## src/rtl/prio_pause_pkg.sv

```systemverilog
package prio_pause_pkg;

   typedef enum logic [1:0] {
      PS_RUN  = 2'd0,
      PS_FULL = 2'd1,
      PS_LOW  = 2'd2
   } pause_kind_e;

   localparam int FLAG_W       = 4;
   localparam int FLAG_TXFC    = 0;
   localparam int FLAG_RESTART = 1;
   localparam int FLAG_RESTOP  = 2;
   localparam int FLAG_REJECT  = 3;

endpackage

```

## src/rtl/pause_tracker.sv

```systemverilog
module pause_tracker
   import prio_pause_pkg::*;
#(
   parameter int TIME_W = 16
) (
   input  logic              clk,
   input  logic              rst,
   input  logic              ev_valid,
   input  logic              ev_low,
   input  logic [TIME_W-1:0] ev_time,
   input  logic              tick,
   output logic              halt_all,
   output logic              halt_low,
   output logic [TIME_W-1:0] remain
);

   localparam logic [TIME_W-1:0] ZERO = '0;
   localparam logic [TIME_W-1:0] ONE  = TIME_W'(1);

   if (TIME_W < 2) begin : g_bad_width
      $error("pause_tracker: TIME_W must be at least 2");
   end

   pause_kind_e kind_q, kind_d;
   logic [TIME_W-1:0] cnt_q, cnt_d;

   always_comb begin
      kind_d = kind_q;
      cnt_d  = cnt_q;
      if (ev_valid) begin
         if (ev_time == ZERO) begin
            kind_d = PS_RUN;
            cnt_d  = ZERO;
         end else begin
            kind_d = ev_low ? PS_LOW : PS_FULL;
            cnt_d  = ev_time;
         end
      end else if (tick && kind_q != PS_RUN) begin
         if (cnt_q <= ONE) begin
            kind_d = PS_RUN;
            cnt_d  = ZERO;
         end else begin
            cnt_d  = cnt_q - ONE;
         end
      end
   end

   always_ff @(posedge clk) begin
      if (rst) begin
         kind_q <= PS_RUN;
         cnt_q  <= ZERO;
      end else begin
         kind_q <= kind_d;
         cnt_q  <= cnt_d;
      end
   end

   assign halt_all = (kind_q == PS_FULL);
   assign halt_low = (kind_q == PS_LOW);
   assign remain   = cnt_q;


   full_stop_chk: assert property (@(posedge clk) disable iff (rst)
      (ev_valid && !ev_low && ev_time != ZERO) |=> (halt_all && !halt_low && remain == $past(ev_time)));


   low_stop_chk: assert property (@(posedge clk) disable iff (rst)
      (ev_valid && ev_low && ev_time != ZERO) |=> (halt_low && !halt_all && remain == $past(ev_time)));


   count_down_chk: assert property (@(posedge clk) disable iff (rst)
      (!ev_valid && tick && remain > ONE) |=> (remain == $past(remain) - ONE));


   count_hold_chk: assert property (@(posedge clk) disable iff (rst)
      (!ev_valid && !tick) |=> $stable(remain));


   zero_clear_chk: assert property (@(posedge clk) disable iff (rst)
      (ev_valid && ev_time == ZERO) |=> (!halt_all && !halt_low && remain == ZERO));

endmodule

```

## src/rtl/fc_cfg_store.sv

```systemverilog
module fc_cfg_store
   import prio_pause_pkg::*;
#(
   parameter int                  TIME_W    = 16,
   parameter int                  SEL_W     = 2,
   parameter logic [TIME_W-1:0]   DEF_DELAY = 16'h4000,
   parameter logic [FLAG_W-1:0]   DEF_FLAGS = 4'b0001
) (
   input  logic              clk,
   input  logic              rst,
   input  logic              wr,
   input  logic [SEL_W-1:0]  sel,
   input  logic [7:0]        data,
   output logic [FLAG_W-1:0] flags,
   output logic [TIME_W-1:0] delay
);

   localparam int NBYTES = TIME_W / 8;

   if (TIME_W % 8 != 0) begin : g_bad_bytes
      $error("fc_cfg_store: TIME_W must be a whole number of bytes");
   end
   if ((NBYTES + 1) > (1 << SEL_W)) begin : g_bad_sel
      $error("fc_cfg_store: SEL_W too narrow for the byte count");
   end

   logic [FLAG_W-1:0] flags_q;

   always_ff @(posedge clk) begin
      if (rst) begin
         flags_q <= DEF_FLAGS;
      end else if (wr && sel == '0) begin
         flags_q <= data[FLAG_W-1:0];
      end
   end

   for (genvar g = 0; g < NBYTES; g++) begin : g_delay_byte
      logic [7:0] byte_q;
      always_ff @(posedge clk) begin
         if (rst) begin
            byte_q <= DEF_DELAY[g*8 +: 8];
         end else if (wr && sel == SEL_W'(g + 1)) begin
            byte_q <= data;
         end
      end
      assign delay[g*8 +: 8] = byte_q;
   end

   assign flags = flags_q;


   cfg_hold_chk: assert property (@(posedge clk) disable iff (rst)
      !wr |=> ($stable(flags) && $stable(delay)));


   cfg_default_chk: assert property (@(posedge clk) disable iff (rst)
      $past(rst) |-> (flags == DEF_FLAGS && delay == DEF_DELAY));


   flag_write_chk: assert property (@(posedge clk) disable iff (rst)
      (wr && sel == '0) |=> (flags == $past(data[FLAG_W-1:0])));

endmodule

```

## src/rtl/prio_pause_ctrl.sv

```systemverilog
module prio_pause_ctrl
   import prio_pause_pkg::*;
#(
   parameter int                TIME_W    = 16,
   parameter int                SEL_W     = 2,
   parameter logic [TIME_W-1:0] DEF_DELAY = 16'h4000
) (
   input  logic              clk,
   input  logic              rst,
   input  logic              fc_valid,
   input  logic              fc_low,
   input  logic [TIME_W-1:0] fc_time,
   input  logic              slot_tick,
   input  logic              cfg_wr,
   input  logic [SEL_W-1:0]  cfg_sel,
   input  logic [7:0]        cfg_data,
   output logic              stop_all,
   output logic              stop_low,
   output logic [TIME_W-1:0] pause_left,
   output logic              drop_fc,
   output logic              tx_fc_en,
   output logic              rx_restart_en,
   output logic              rx_restop_en,
   output logic [TIME_W-1:0] slot_delay
);

   logic [FLAG_W-1:0] flags;

   pause_tracker #(
      .TIME_W (TIME_W)
   ) u_track (
      .clk      (clk),
      .rst      (rst),
      .ev_valid (fc_valid),
      .ev_low   (fc_low),
      .ev_time  (fc_time),
      .tick     (slot_tick),
      .halt_all (stop_all),
      .halt_low (stop_low),
      .remain   (pause_left)
   );

   fc_cfg_store #(
      .TIME_W    (TIME_W),
      .SEL_W     (SEL_W),
      .DEF_DELAY (DEF_DELAY),
      .DEF_FLAGS (4'b0001)
   ) u_cfg (
      .clk   (clk),
      .rst   (rst),
      .wr    (cfg_wr),
      .sel   (cfg_sel),
      .data  (cfg_data),
      .flags (flags),
      .delay (slot_delay)
   );

   assign tx_fc_en      = flags[FLAG_TXFC];
   assign rx_restart_en = flags[FLAG_RESTART];
   assign rx_restop_en  = flags[FLAG_RESTOP];
   assign drop_fc       = flags[FLAG_REJECT];


   stop_excl_chk: assert property (@(posedge clk) disable iff (rst)
      $onehot0({stop_all, stop_low}));


   idle_zero_chk: assert property (@(posedge clk) disable iff (rst)
      (!stop_all && !stop_low) |-> (pause_left == '0));


   event_wins_chk: assert property (@(posedge clk) disable iff (rst)
      (fc_valid && slot_tick) |=> (pause_left == $past(fc_time)));


   full_over_low_chk: assert property (@(posedge clk) disable iff (rst)
      (stop_low && fc_valid && !fc_low && fc_time != '0) |=> stop_all);

endmodule

```

## config.mk

```make
export PLATFORM = sky130hd
export DESIGN_NAME = prio_pause_ctrl
export DESIGN_NICKNAME = d
export VERILOG_FILES = /design/src/rtl/prio_pause_pkg.sv /design/src/rtl/pause_tracker.sv /design/src/rtl/fc_cfg_store.sv /design/src/rtl/prio_pause_ctrl.sv
export SDC_FILE = /design/constraint.sdc
export NUM_CORES = 1
export LEC_CHECK = 0
export ABC_CLOCK_PERIOD_IN_PS = 4200
export BUFFER_PORTS_ARGS = -buffer_cell sky130_fd_sc_hd__buf_2
export CORE_ASPECT_RATIO = 0.75
export CORE_MARGIN = 4
export CORE_UTILIZATION = 45
export DETAILED_ROUTE_END_ITERATION = 10
export HOLD_SLACK_MARGIN = 0.03
export PLACE_DENSITY = 0.84
export SYNTH_ARGS = -nofsm -noshare
export SYNTH_HDL_FRONTEND = slang
export SYNTH_HIERARCHICAL = 1
export SYNTH_SLANG_ARGS = --single-unit
```

## constraint.sdc

```tcl
create_clock -name clk -period 4.2 [get_ports clk]
set_input_delay 0.63 -clock clk [delete_from_list [all_inputs] [get_ports clk]]
set_output_delay 0.63 -clock clk [all_outputs]
set_load 0.02 [all_outputs]
```

# ---- Word level (Yosys, flattened, before mapping)
# Cells that the tools add are included.
dict set report classes {
  n_addsub 1
  n_mux 9
  n_eq_ne 4
  n_lt_le_gt_ge 1
  reduce_logical 10
}
# op n
set ops {}
lappend ops {{2-to-1 mux 16 bit} 4}
lappend ops {{<= comparator 16 x 1 -> 1 bit (second input constant)} 1}
lappend ops {{zero test 16 bit} 1}
lappend ops {{subtractor 16 x 1 -> 16 bit (second input constant)} 1}
lappend ops {{2-to-1 mux 2 bit} 5}
lappend ops {{nonzero test 2 bit} 3}
lappend ops {{equality test 2 x 1 -> 1 bit (second input constant)} 2}
lappend ops {{equality test 2 bit (second input constant)} 2}
lappend ops {{logical AND 1 bit} 4}
lappend ops {{zero test 2 bit} 1}
lappend ops {{AND reduction 2 bit} 1}
dict set report word_totals {
  reg_bits 38
  word_cells 30
  out_inout_bits 38
  in_bits 32
}

# ---- Depth between registers and ports, before layout
# Gate-level depths: netlist (run 1).
dict set report logic_depth {
  word_depth 4
  ltp_mapped 8
  mapped_depth_nobuf 7
}

# ---- By module
# The synthesis (run 1) kept the hierarchy.
# mod seq_area_each_um2 area_each_um2 cells_per_inst n_inst
set modules_own_cells {}
lappend modules_own_cells {pause_tracker 360.3 1167.4 142 1}
lappend modules_own_cells {fc_cfg_store 400.4 844.6 81 1}

# ---- Worst setup path before layout (run 1)
# No wires, ideal clock.
dict set report synth_path {
  kind {flip-flop to flip-flop}
  start {register u_track.cnt_q[12] (netlist: u_track/remain[12])}
  end {register u_track.cnt_q[0] (netlist: u_track/remain[0])}
  setup_time_ns 0.130
  t_required_ns 4.070
  t_arrival_ns 1.931
  stages_incl_launch_ff 7
  setup_slack_ns 2.139
  cell_sequence {dfxtp_1 > or4_4 > nor4_4 > a21oi_2 > buf_6 > a221oi_1 > a211oi_1}
}
dict set report synth_between {
  elab_chain_cells 4
}
# element line
set synth_rtl {}
lappend synth_rtl {{from (decl)} pause_tracker.sv:25} ;# logic [TIME_W-1:0] cnt_q, cnt_d;
lappend synth_rtl {{from (signal assigned)} pause_tracker.sv:54} ;# cnt_q <= cnt_d;
lappend synth_rtl {{<= comparator 16 x 1 -> 1 bit} pause_tracker.sv:39} ;# if (cnt_q <= ONE) begin
lappend synth_rtl {{2-to-1 mux 16 bit} pause_tracker.sv:39}
lappend synth_rtl {{2-to-1 mux 16 bit} pause_tracker.sv:38} ;# end else if (tick && kind_q != PS_RUN) begin
lappend synth_rtl {{2-to-1 mux 16 bit} pause_tracker.sv:30} ;# if (ev_valid) begin
# Every way passes these cells. The select of a mux whose other input is x is not followed.
# A chain may end at the register's enable or synchronous reset.

# ---- Worst setup path in the final report (run 1)
dict set report layout_path {
  start {register u_track.cnt_q[1] (netlist: u_track/remain[1])}
  end {register u_track.cnt_q[10] (netlist: u_track/remain[10])}
}
dict set report layout_between {
  elab_chain_cells 4
  elab_cells_between_ends 5
  classes_between {add/sub: 1; order compare: 1; mux: 3}
}
# element line
set layout_rtl {}
lappend layout_rtl {{subtractor 16 x 1 -> 16 bit or <= comparator 16 x 1 -> 1 bit (tied branches)} {pause_tracker.sv:43, pause_tracker.sv:39}}
lappend layout_rtl {{2-to-1 mux 16 bit *} pause_tracker.sv:39}
lappend layout_rtl {{2-to-1 mux 16 bit *} pause_tracker.sv:38}
lappend layout_rtl {{2-to-1 mux 16 bit *} pause_tracker.sv:30}
# Mark *: on every way between the ends. The rest lies on a longest branch, timed or not. The select of a mux whose other input is x is not followed.

==> results by group, run 1 <==
Worst setup path
  • Crit start category: flip-flop
  • Crit path required time: 4.35 ns
  • Slowest cell on crit path: or3b_2
  • Crit Path Max Fanout: 5
  • Kind of critical path: flip-flop to flip-flop
  • CP peak stage delay: 0.54 ns
  • Critical path arrival: 2.47 ns
  • Crit path cell chain: inv_1 > ha_1 > or3b_2 > nor3_1 > a221oi_1 > o21ai_0 > a21oi_1
  • Critical path's top delay family: simple AND/OR/NAND/NOR gates
  • CP bufs+invs: 1
  • Worst setup EP type: flip-flop

Power
  • Comb pwr share: 0.222
  • Switching share of total power: 0.305
  • Clock share of power: 0.333
  • Peak supply drop: 0.198 mV
  • Static Leak: 0.00108 uW
  • Internal power: 633 uW
  • Flop pwr share: 0.444
  • P_sw: 278 uW
  • P per Cell Area: 371 nW/um2

Route
  • DR vias: 1968
  • Vias/cell: 5.74
  • WL final: 5520 um
  • DRT antenna net count: 0
  • DRT Pass-1 Iters: 5
  • Routed wire per std cell: 16.1 um
  • Detailed Route Iter0 Violations: 223
  • DRC viols: 0

Floorplanning
  • Die Y: 65.9 um
  • Chip Width: 85.2 um
  • I/O Pins: 70
  • Row count: 20
  • Core area: 4180 um2
  • Die area: 5620 um2
  • Initial Utilization: 0.481

GRT
  • Grt met1 use: 0.276
  • Initial antenna violation count: 0
  • Total GRT Usage: 0.199
  • M3 GR Usage: 0.0585
  • Number of global-route vias before repair: 1790
  • GR peak layer: met2
  • Overflow after GRT: 0
  • GR Layer Usage met2: 0.298
  • Largest net degree at the start of global routing: 51
  • First-pass GRT wire length: 8850 um

Timing
  • Slew at the pin closest to its max-slew limit: 0.930 ns
  • Endpoints failing setup: 0
  • Final min period: 2.33 ns
  • Max-slew headroom: 0.377
  • Setup_tns: 0 ns
  • Final Hold Fails: 0
  • Worst clock skew: 0.00583 ns
  • Final-report max-slew violation count: 0
  • Final period util: 0.555
  • Setup slack after layout: 1.87 ns
  • RSZ-0062 raised after global routing: no
  • Max Clock Freq: 0.429 GHz

Clocking
  • Number of buffers created by CTS: 5
  • CTS clk-pin slew, worst paths: 0.07 ns
  • Post-CTS sizing: 0
  • CTS tree: yes
  • CTS Hold Bufs: 0
  • Max clock buf depth: 2
  • Clk Latency, worst-skew pair: 0.29 ns
  • Post-CTS setup buffers: 0
  • # clock sinks: 38
  • H-tree levels: 2
  • Root Buffer: clkbuf_8

Yosys
  • Yosys warns: 6
  • Synth async-reset ratio: 0
  • Synth top area cells: dfxtp_1 (38%), mux2i_1 (10%), nand2b_1 (8.4%)
  • Number of synthesized flops with an enable pin: 0
  • Net Count, Synth: 257
  • Post-Syn Area per Cell: 9.02 um2
  • Top FF cell, synth: dfxtp_1
  • Post-synthesis cell type count: 45
  • Register area share after synthesis: 0.378
  • Synth top area share: 0.378
  • Dominant cell by count in the synthesized netlist: dfxtp_1
  • Synth Cell Area: 2010 um2
  • #FFs+latches synth: 38
  • Most area-hungry cell type in the Yosys netlist: dfxtp_1
  • Syn Inst Count: 223
  • Synth top cells by count: dfxtp_1 (38), nand2b_1 (27), mux2i_1 (20)

Placed design
  • DP Worst Slack: 1.84 ns
  • Placer Congestion: 0.950
  • Port-buffer cells: 69
  • Post-DP HPWL: 4170 um

Cells and area
  • Inserted Diodes: 0
  • Fillers: 379
  • Nets@finish: 321
  • Layout cells sized above 1: 0.299
  • P&R area growth vs syn: 22.0%

Flow run
  • Max-cap violations: 0

Min path
  • HP Class: flip-flop to flip-flop

Outcome
  • Status: complete, no violations
## worst reg2reg max path: cells and delay by family (launching register included)
kind            cells  cell delay (ns)
compound gates      3             0.44
buf+inv             1             0.12
simple gates        2             1.02
flops               1             0.35
fa+ha+maj           1             0.24
## routing by layer
metal	wire length, um	up-vias
met5	0	-
met4	48	0
met3	548	5
met2	2420	89
met1	2500	922
li1	-	952
## power by group through the flow
| stage | registers (uW) | logic, uW | clock network [uW] |
|---|---|---|---|
| global route | 409 | 218 | 328 |
| finish | 405 | 203 | 303 |
| CTS | 404 | 200 | 313 |
| detailed placement | 413 | 199 | 0 |
| global placement | 412 | 200 | 0 |
| floorplan | 432 | 116 | 0 |
## area by class of cell
cell class	instances	area [um2]	share of cell area
clock buffers	5	68.8	0.0280
repair buffers	69	345	0.141
inverters	5	18.8	0.00765
clock inverters	3	40.0	0.0163
flip-flops and latches	38	761	0.310
well taps	55	68.8	0.0280
multi-input cells	168	1150	0.469
## placed cells by master (no fill, tap or decap), types with 2 or more instances in the layout
| cell | Yosys | routed |
|---|---|---|
| nand3_1 | 9 | 9 |
| a21oi_1 | 8 | 8 |
| nor2_1 | 15 | 15 |
| and3b_1 | 2 | 2 |
| or4_4 | 2 | 2 |
| nor3_1 | 9 | 9 |
| o21ai_0 | 5 | 5 |
| nand2b_1 | 27 | 27 |
| o211ai_1 | 5 | 5 |
| a221oi_1 | 6 | 6 |
| mux2i_1 | 20 | 20 |
| o21a_1 | 2 | 2 |
| clkbuf_8 | 2 | 5 |
| nor2b_1 | 2 | 2 |
| clkinv_2 | 0 | 2 |
| a211oi_1 | 3 | 3 |
| a22oi_1 | 2 | 2 |
| a32oi_1 | 4 | 4 |
| dfxtp_1 | 38 | 38 |
| ha_1 | 2 | 2 |
| buf_2 | 2 | 69 |
| or3b_1 | 2 | 2 |
| or4_1 | 2 | 2 |
| a31oi_1 | 5 | 5 |
| nand2_1 | 11 | 11 |
| inv_1 | 5 | 5 |
| nand3b_1 | 4 | 4 |
| nor4_1 | 6 | 6 |
## sequential cells by signal, summed over array words and instances, names as in the netlist
name / flops
u_cfg/flags: 4
u_cfg/g_delay_byte.byte_q: 16
u_track/kind_q: 2
u_track/remain: 16
## kinds of logic (layout without fill, tap and decap cells)
group,Yosys count,count (layout),synth area share
buffers and inverters,17,82,0.0498
adder cells (fa/ha/maj),2,2,0.0124
XOR/XNOR,1,1,0.00435
multiplexers,20,20,0.0995
AND/OR/NAND/NOR,99,99,0.294
flip-flops,38,38,0.378
AO/OA/AOI/OAI,46,46,0.162
## final timing paths
| path | from | to | slack (ns) | depth (start not counted) |
|---|---|---|---|---|
| max reg2reg | u_track/remain[1]$_SDFFE_PP0P_ | u_track/remain[10]$_SDFFE_PP0P_ | 1.87 | 7 |
| max | u_track/remain[1]$_SDFFE_PP0P_ | u_track/remain[10]$_SDFFE_PP0P_ | 1.87 | 7 |
| min | u_cfg/g_delay_byte[0].byte_q[7]$_SDFFE_PP0P_ | u_cfg/g_delay_byte[0].byte_q[7]$_SDFFE_PP0P_ | 0.47 | 2 |
| min reg2reg | u_cfg/g_delay_byte[0].byte_q[7]$_SDFFE_PP0P_ | u_cfg/g_delay_byte[0].byte_q[7]$_SDFFE_PP0P_ | 0.47 | 2 |
## metrics by stage
stage / util / hold slack [ns] / power [uW] / instance area [um2] / cells
2_1_floorplan: - / 0.488 / 548 / 2010 / 223
3_3_place_gp: 0.561 / 0.460 / 611 / 2340 / 335
3_5_place_dp: 0.561 / 0.462 / 611 / 2340 / 335
4_1_cts: 0.587 / 0.476 / 917 / 2450 / 343
5_1_grt: 0.587 / 0.497 / 955 / 2450 / 343
6_report: 0.587 / 0.475 / 911 / 2450 / 343
No activity file was read; power rests on OpenSTA's default activity.
==> inputs of run 2 (changes only) <==
--- a/config.mk
+++ b/config.mk
@@ -5,7 +5,7 @@
 export SDC_FILE = /design/constraint.sdc
 export NUM_CORES = 1
 export LEC_CHECK = 0
-export ABC_CLOCK_PERIOD_IN_PS = 4200
+export ABC_CLOCK_PERIOD_IN_PS = 2400
 export BUFFER_PORTS_ARGS = -buffer_cell sky130_fd_sc_hd__buf_2
 export CORE_ASPECT_RATIO = 0.75
 export CORE_MARGIN = 4
==> constraint.sdc (replaced) <==
create_clock -name clk -period 2.4 [get_ports clk]
set_input_delay 0.36 -clock clk [delete_from_list [all_inputs] [get_ports clk]]
set_output_delay 0.36 -clock clk [all_outputs]
set_load 0.02 [all_outputs]
==> run 2 against run 1 <==
Largest cell class unchanged. Sequential cell count unchanged. Fmax is 5.4% higher. Critical path depth shrank 2. Sequential power up 75%. Largest power group unchanged. Die area unchanged. Final cell count is 2.0% higher. Power grew 93%. Wire length up 2.4%. Highest routed layer unchanged.
==> results by group, run 2 (synthesis results as in run 1) <==
Timing
  • RSZ-0062 raised after global routing: no
  • Final period util: 0.921
  • Hold slack: 0.318 ns
  • Slew at the pin closest to its max-slew limit: 0.843 ns
  • Setup_tns: 0 ns
  • Final Hold Fails: 0
  • Endpoints failing setup: 0
  • Max Clock Freq: 0.452 GHz
  • Max-slew headroom: 0.436
  • Worst clock skew: 0.00751 ns
  • Final-report max-slew violation count: 0
  • Final min period: 2.21 ns

Worst setup path
  • Crit Path Max Fanout: 11
  • WP depth: 5
  • Worst setup EP type: flip-flop
  • Critical path's top delay family: simple AND/OR/NAND/NOR gates
  • FF-to-FF path depth: 5
  • Crit path cell chain: or4_4 > nor4_4 > a21oi_2 > a221oi_1 > a211oi_1
  • R2R Path End: u_track/remain[0]$_SDFFE_PP0P_
  • Kind of critical path: flip-flop to flip-flop
  • Crit path required time: 2.54 ns
  • Slowest cell on crit path: or4_4
  • CP bufs+invs: 0
  • Crit start category: flip-flop
  • Worst R2R Start: u_track/remain[12]$_SDFFE_PP0P_
  • Reg2Reg Setup Slack: 0.19 ns
  • CP peak stage delay: 0.57 ns
  • Critical path arrival: 2.35 ns

Placed design
  • Inst Count DP: 342
  • Post-DP HPWL: 4340 um
  • Port-buffer cells: 69
  • Placer Congestion: 0.912

Cells and area
  • Non-filler cells in the finished layout: 350
  • P&R area growth vs syn: 26.2%
  • Inserted Diodes: 0
  • Layout cells sized above 1: 0.315
  • Fillers: 359
  • Leading cell type in the layout, fill and taps excluded: buf_2
  • Util after Layout: 0.608
  • Most frequent cells in the layout: buf_2 (69), dfxtp_1 (38), nand2b_1 (27)
  • Nets@finish: 328

Route
  • Routed wire per std cell: 16.1 um
  • DRC viols: 0
  • Detailed Route Iter0 Violations: 248
  • Vias/cell: 5.84
  • DR vias: 2043
  • DRT Pass-1 Iters: 5
  • WL final: 5650 um
  • DRT antenna net count: 0

Min path
  • HP Start: fc_low
  • Min-Delay Path Depth: 3
  • Hold Path End: u_track/kind_q[1]$_SDFFE_PP0P_
  • HP Class: input port to flip-flop

GRT
  • Number of global-route vias before repair: 1868
  • Overflow after GRT: 0
  • Initial antenna violation count: 0
  • First-pass GRT wire length: 9110 um
  • Largest net degree at the start of global routing: 27
  • Total GRT Usage: 0.204

Clocking
  • Root Buffer: clkbuf_8
  • H-tree levels: 2
  • CTS tree: yes
  • # clock sinks: 38
  • Max clock buf depth: 2
  • Post-CTS setup buffers: 0
  • CTS clk-pin slew, worst paths: 0.08 ns
  • Number of buffers created by CTS: 5
  • CTS Hold Bufs: 0
  • Clk Latency, worst-skew pair: 0.29 ns
  • Post-CTS sizing: 0

Floorplanning
  • I/O Pins: 70
  • Row count: 20
  • Die area: 5620 um2
  • Core area: 4180 um2
  • Die Y: 65.9 um
  • Initial Utilization: 0.481
  • Chip Width: 85.2 um

Power
  • Design Power: 1760 uW
  • Peak supply drop: 0.550 mV
  • P per Cell Area: 693 nW/um2
  • Static Leak: 0.00113 uW

Flow run
  • Max-cap violations: 0

Outcome
  • Status: complete, no violations
-- run 2: how the worst max path moves through the flow --
stage / end / start / slack (ns)
5_1_grt: u_track/remain[1]$_SDFFE_PP0P_ / u_track/remain[12]$_SDFFE_PP0P_ / 0.08
3_5_place_dp: u_track/remain[0]$_SDFFE_PP0P_ / u_track/remain[12]$_SDFFE_PP0P_ / 0.26
4_1_cts: u_track/remain[0]$_SDFFE_PP0P_ / u_track/remain[12]$_SDFFE_PP0P_ / 0.23
3_3_place_gp: u_track/remain[1]$_SDFFE_PP0P_ / u_track/remain[12]$_SDFFE_PP0P_ / 0.33
2_1_floorplan: u_track/remain[0]$_SDFFE_PP0P_ / u_track/remain[12]$_SDFFE_PP0P_ / 0.34
6_report: u_track/remain[0]$_SDFFE_PP0P_ / u_track/remain[12]$_SDFFE_PP0P_ / 0.19
-- run 2: tightest hold or removal path, cell delays in order --
cell	delay, ns
buf_2	0.10
nand2_1	0.05
a21oi_1	0.05
-- run 2: cell type report --
class	instances	area [um2]	share of cell area
Multi-Input combinational cell	168	1150	0.453
Sequential cell	38	761	0.300
Timing Repair Buffer	76	398	0.157
Clock buffer	6	82.6	0.0325
Tap cell	55	68.8	0.0271
Clock inverter	2	60.1	0.0236
Inverter	5	18.8	0.00739
-- run 2: where the power goes --
part	internal, uW	switching, uW
registers	666	42.0
clock network	443	236
logic	148	224
total	1260	501
-- run 2: layer usage --
layer | routed length, um | part of all wire | up-vias | GRT usage
met5 | 0 | 0 | - | 0
met4 | 89 | 0.016 | 0 | 0.0652
met3 | 457 | 0.081 | 10 | 0.0498
met2 | 2570 | 0.45 | 110 | 0.300
met1 | 2540 | 0.45 | 954 | 0.290
li1 | - | - | 969 | -
-- run 2: metrics by stage --
step / worst slack, ns / area, um2
3_3_place_gp: 0.333 / 2400
3_5_place_dp: 0.264 / 2400
2_1_floorplan: 0.339 / 2010
6_report: 0.189 / 2540
5_1_grt: 0.0847 / 2540
4_1_cts: 0.231 / 2540
==> inputs of run 3 (changes only) <==
--- a/config.mk
+++ b/config.mk
@@ -9,10 +9,10 @@
 export BUFFER_PORTS_ARGS = -buffer_cell sky130_fd_sc_hd__buf_2
 export CORE_ASPECT_RATIO = 0.75
 export CORE_MARGIN = 4
-export CORE_UTILIZATION = 45
+export CORE_UTILIZATION = 40
 export DETAILED_ROUTE_END_ITERATION = 10
 export HOLD_SLACK_MARGIN = 0.03
-export PLACE_DENSITY = 0.84
+export PLACE_DENSITY = 0.77
 export SYNTH_ARGS = -nofsm -noshare
 export SYNTH_HDL_FRONTEND = slang
 export SYNTH_HIERARCHICAL = 1
==> constraint.sdc (replaced) <==
create_clock -name clk -period 2.4 [get_ports clk]
set_input_delay 0.48 -clock clk [delete_from_list [all_inputs] [get_ports clk]]
set_output_delay 0.48 -clock clk [all_outputs]
set_load 0.02 [all_outputs]
==> run 3 against run 2 <==
Register-to-register slack improved by 0.05 ns. Power up 0.12%. Clock power about the same. Critical path depth is the same. Final cell count increased by 1.7%. Sequential cell count is the same. Worst hold slack better by 0.13 ns.
==> results by group, run 3 (synthesis results as in run 1) <==
Clocking
  • Post-CTS sizing: 0
  • CTS Hold Bufs: 0
  • CTS tree: yes
  • # clock sinks: 38
  • Max clock buf depth: 2
  • Number of buffers created by CTS: 5
  • Clk Latency, worst-skew pair: 0.29 ns
  • Root Buffer: clkbuf_8
  • Post-CTS setup buffers: 0
  • H-tree levels: 2
  • CTS clk-pin slew, worst paths: 0.08 ns

Worst setup path
  • Worst R2R Start: u_track/remain[12]$_SDFFE_PP0P_
  • Reg2Reg Setup Slack: 0.24 ns
  • Crit path to: u_track/remain[1]$_SDFFE_PP0P_
  • Crit start category: flip-flop
  • R2R Path End: u_track/remain[1]$_SDFFE_PP0P_
  • Critical path arrival: 2.30 ns
  • CP Launch Point: u_track/remain[12]$_SDFFE_PP0P_
  • Crit path required time: 2.54 ns
  • Kind of critical path: flip-flop to flip-flop
  • Worst setup EP type: flip-flop
  • FF-to-FF path depth: 5
  • Crit Path Max Fanout: 11

Timing
  • Final min period: 2.16 ns
  • Final Hold Fails: 0
  • Worst clock skew: 0.00771 ns
  • RSZ-0062 raised after global routing: no
  • Final-report max-slew violation count: 0
  • Max-slew headroom: 0.484
  • Endpoints failing setup: 0
  • Final period util: 0.900
  • Setup_tns: 0 ns
  • Slew at the pin closest to its max-slew limit: 0.771 ns
  • Max Clock Freq: 0.463 GHz

GRT
  • Total GRT Usage: 0.180
  • First-pass GRT wire length: 9240 um
  • Initial antenna violation count: 0
  • Overflow after GRT: 0
  • Largest net degree at the start of global routing: 28
  • Number of global-route vias before repair: 1801

Cells and area
  • Leading cell type in the layout, fill and taps excluded: buf_2
  • Layout cells sized above 1: 0.318
  • Nets@finish: 329
  • Inserted Diodes: 0
  • Util after Layout: 0.524
  • P&R area growth vs syn: 26.9%
  • Most frequent cells in the layout: buf_2 (69), dfxtp_1 (38), nand2b_1 (27)

Min path
  • HP Start: fc_low
  • HP Class: input port to flip-flop

Placed design
  • Port-buffer cells: 69
  • Placer Congestion: 0.907
  • Post-DP HPWL: 4330 um

Outcome
  • Status: complete, no violations

Floorplanning
  • I/O Pins: 70
  • Chip Width: 89.9 um
  • Die Y: 69.4 um
  • Initial Utilization: 0.413
  • Row count: 22
  • Core area: 4870 um2
  • Die area: 6240 um2

Route
  • DRC viols: 0
  • Vias/cell: 5.69
  • Detailed Route Iter0 Violations: 189
  • DR vias: 2024
  • DRT antenna net count: 0
  • DRT Pass-1 Iters: 5
  • WL final: 5730 um
  • Routed wire per std cell: 16.1 um

Flow run
  • Max-cap violations: 0

Power
  • Static Leak: 0.00114 uW
  • Peak supply drop: 0.413 mV
  • P per Cell Area: 690 nW/um2
==> run 3: cell types whose count changed in the layout (fill, tap and decap cells not counted) <==
| cell | before | now |
|---|---|---|
| buf_4 | 7 | 8 |
==> run 3: worst min path at each step <==
stage | to | slack [ns] | depth (start not counted)
floorplan | u_track/kind_q[0]$_SDFFE_PP0P_ | 0.49 | 2
global placement | u_cfg/g_delay_byte[0].byte_q[7]$_SDFFE_PP0P_ | 0.46 | 2
detailed placement | u_cfg/g_delay_byte[0].byte_q[5]$_SDFFE_PP0P_ | 0.47 | 2
CTS | u_track/kind_q[1]$_SDFFE_PP0P_ | 0.43 | 3
global route | u_track/kind_q[1]$_SDFFE_PP0P_ | 0.45 | 3
finish | u_track/kind_q[1]$_SDFFE_PP0P_ | 0.44 | 3
==> run 3: per-stage QoR <==
| step | setup slack [ns] | power [uW] | std cells | hold slack, ns | cell area [um2] |
|---|---|---|---|---|---|
| after floorplan | 0.339 | 959 | 223 | 0.488 | 2010 |
| after global placement | 0.341 | 1080 | 348 | 0.459 | 2410 |
| after detailed placement | 0.262 | 1090 | 348 | 0.468 | 2410 |
| after CTS | 0.249 | 1760 | 356 | 0.432 | 2550 |
| after global routing | 0.0628 | 1830 | 356 | 0.451 | 2550 |
| final | 0.241 | 1760 | 356 | 0.444 | 2550 |
==> run 3: power by group <==
group | leakage, uW | switching [uW] | total, uW | internal [uW]
Clock | 0.0000714 | 234 | 678 | 443
Sequential | 0.000312 | 42.4 | 709 | 667
Combinational | 0.000754 | 226 | 375 | 149
Total | 0.00114 | 502 | 1760 | 1260
==> run 3: worst max-delay path: stages (launching register included) <==
cell	delay, ns
dfxtp_1	0.38
or4_4	0.56
nor4_4	0.44
a21oi_2	0.25
a221oi_1	0.30
a211oi_1	0.08
==> run 3: area by class of cell <==
class | count | area, um2
clock inverter | 2 | 60.1
clock buffer | 6 | 82.6
inverter | 5 | 18.8
multi-input combinational | 168 | 1150
tap | 60 | 75.1
timing repair buffer | 77 | 405
fill | 451 | 2320
sequential | 38 | 761
==> run 3: per-layer routing <==
layer  GRT usage  vias to the layer above  wire length, um
li1            -                      970                -
met1       0.264                      955             2670
met2       0.266                       95             2560
met3      0.0369                        4              462
met4      0.0509                        0               50
met5           0                        -                0
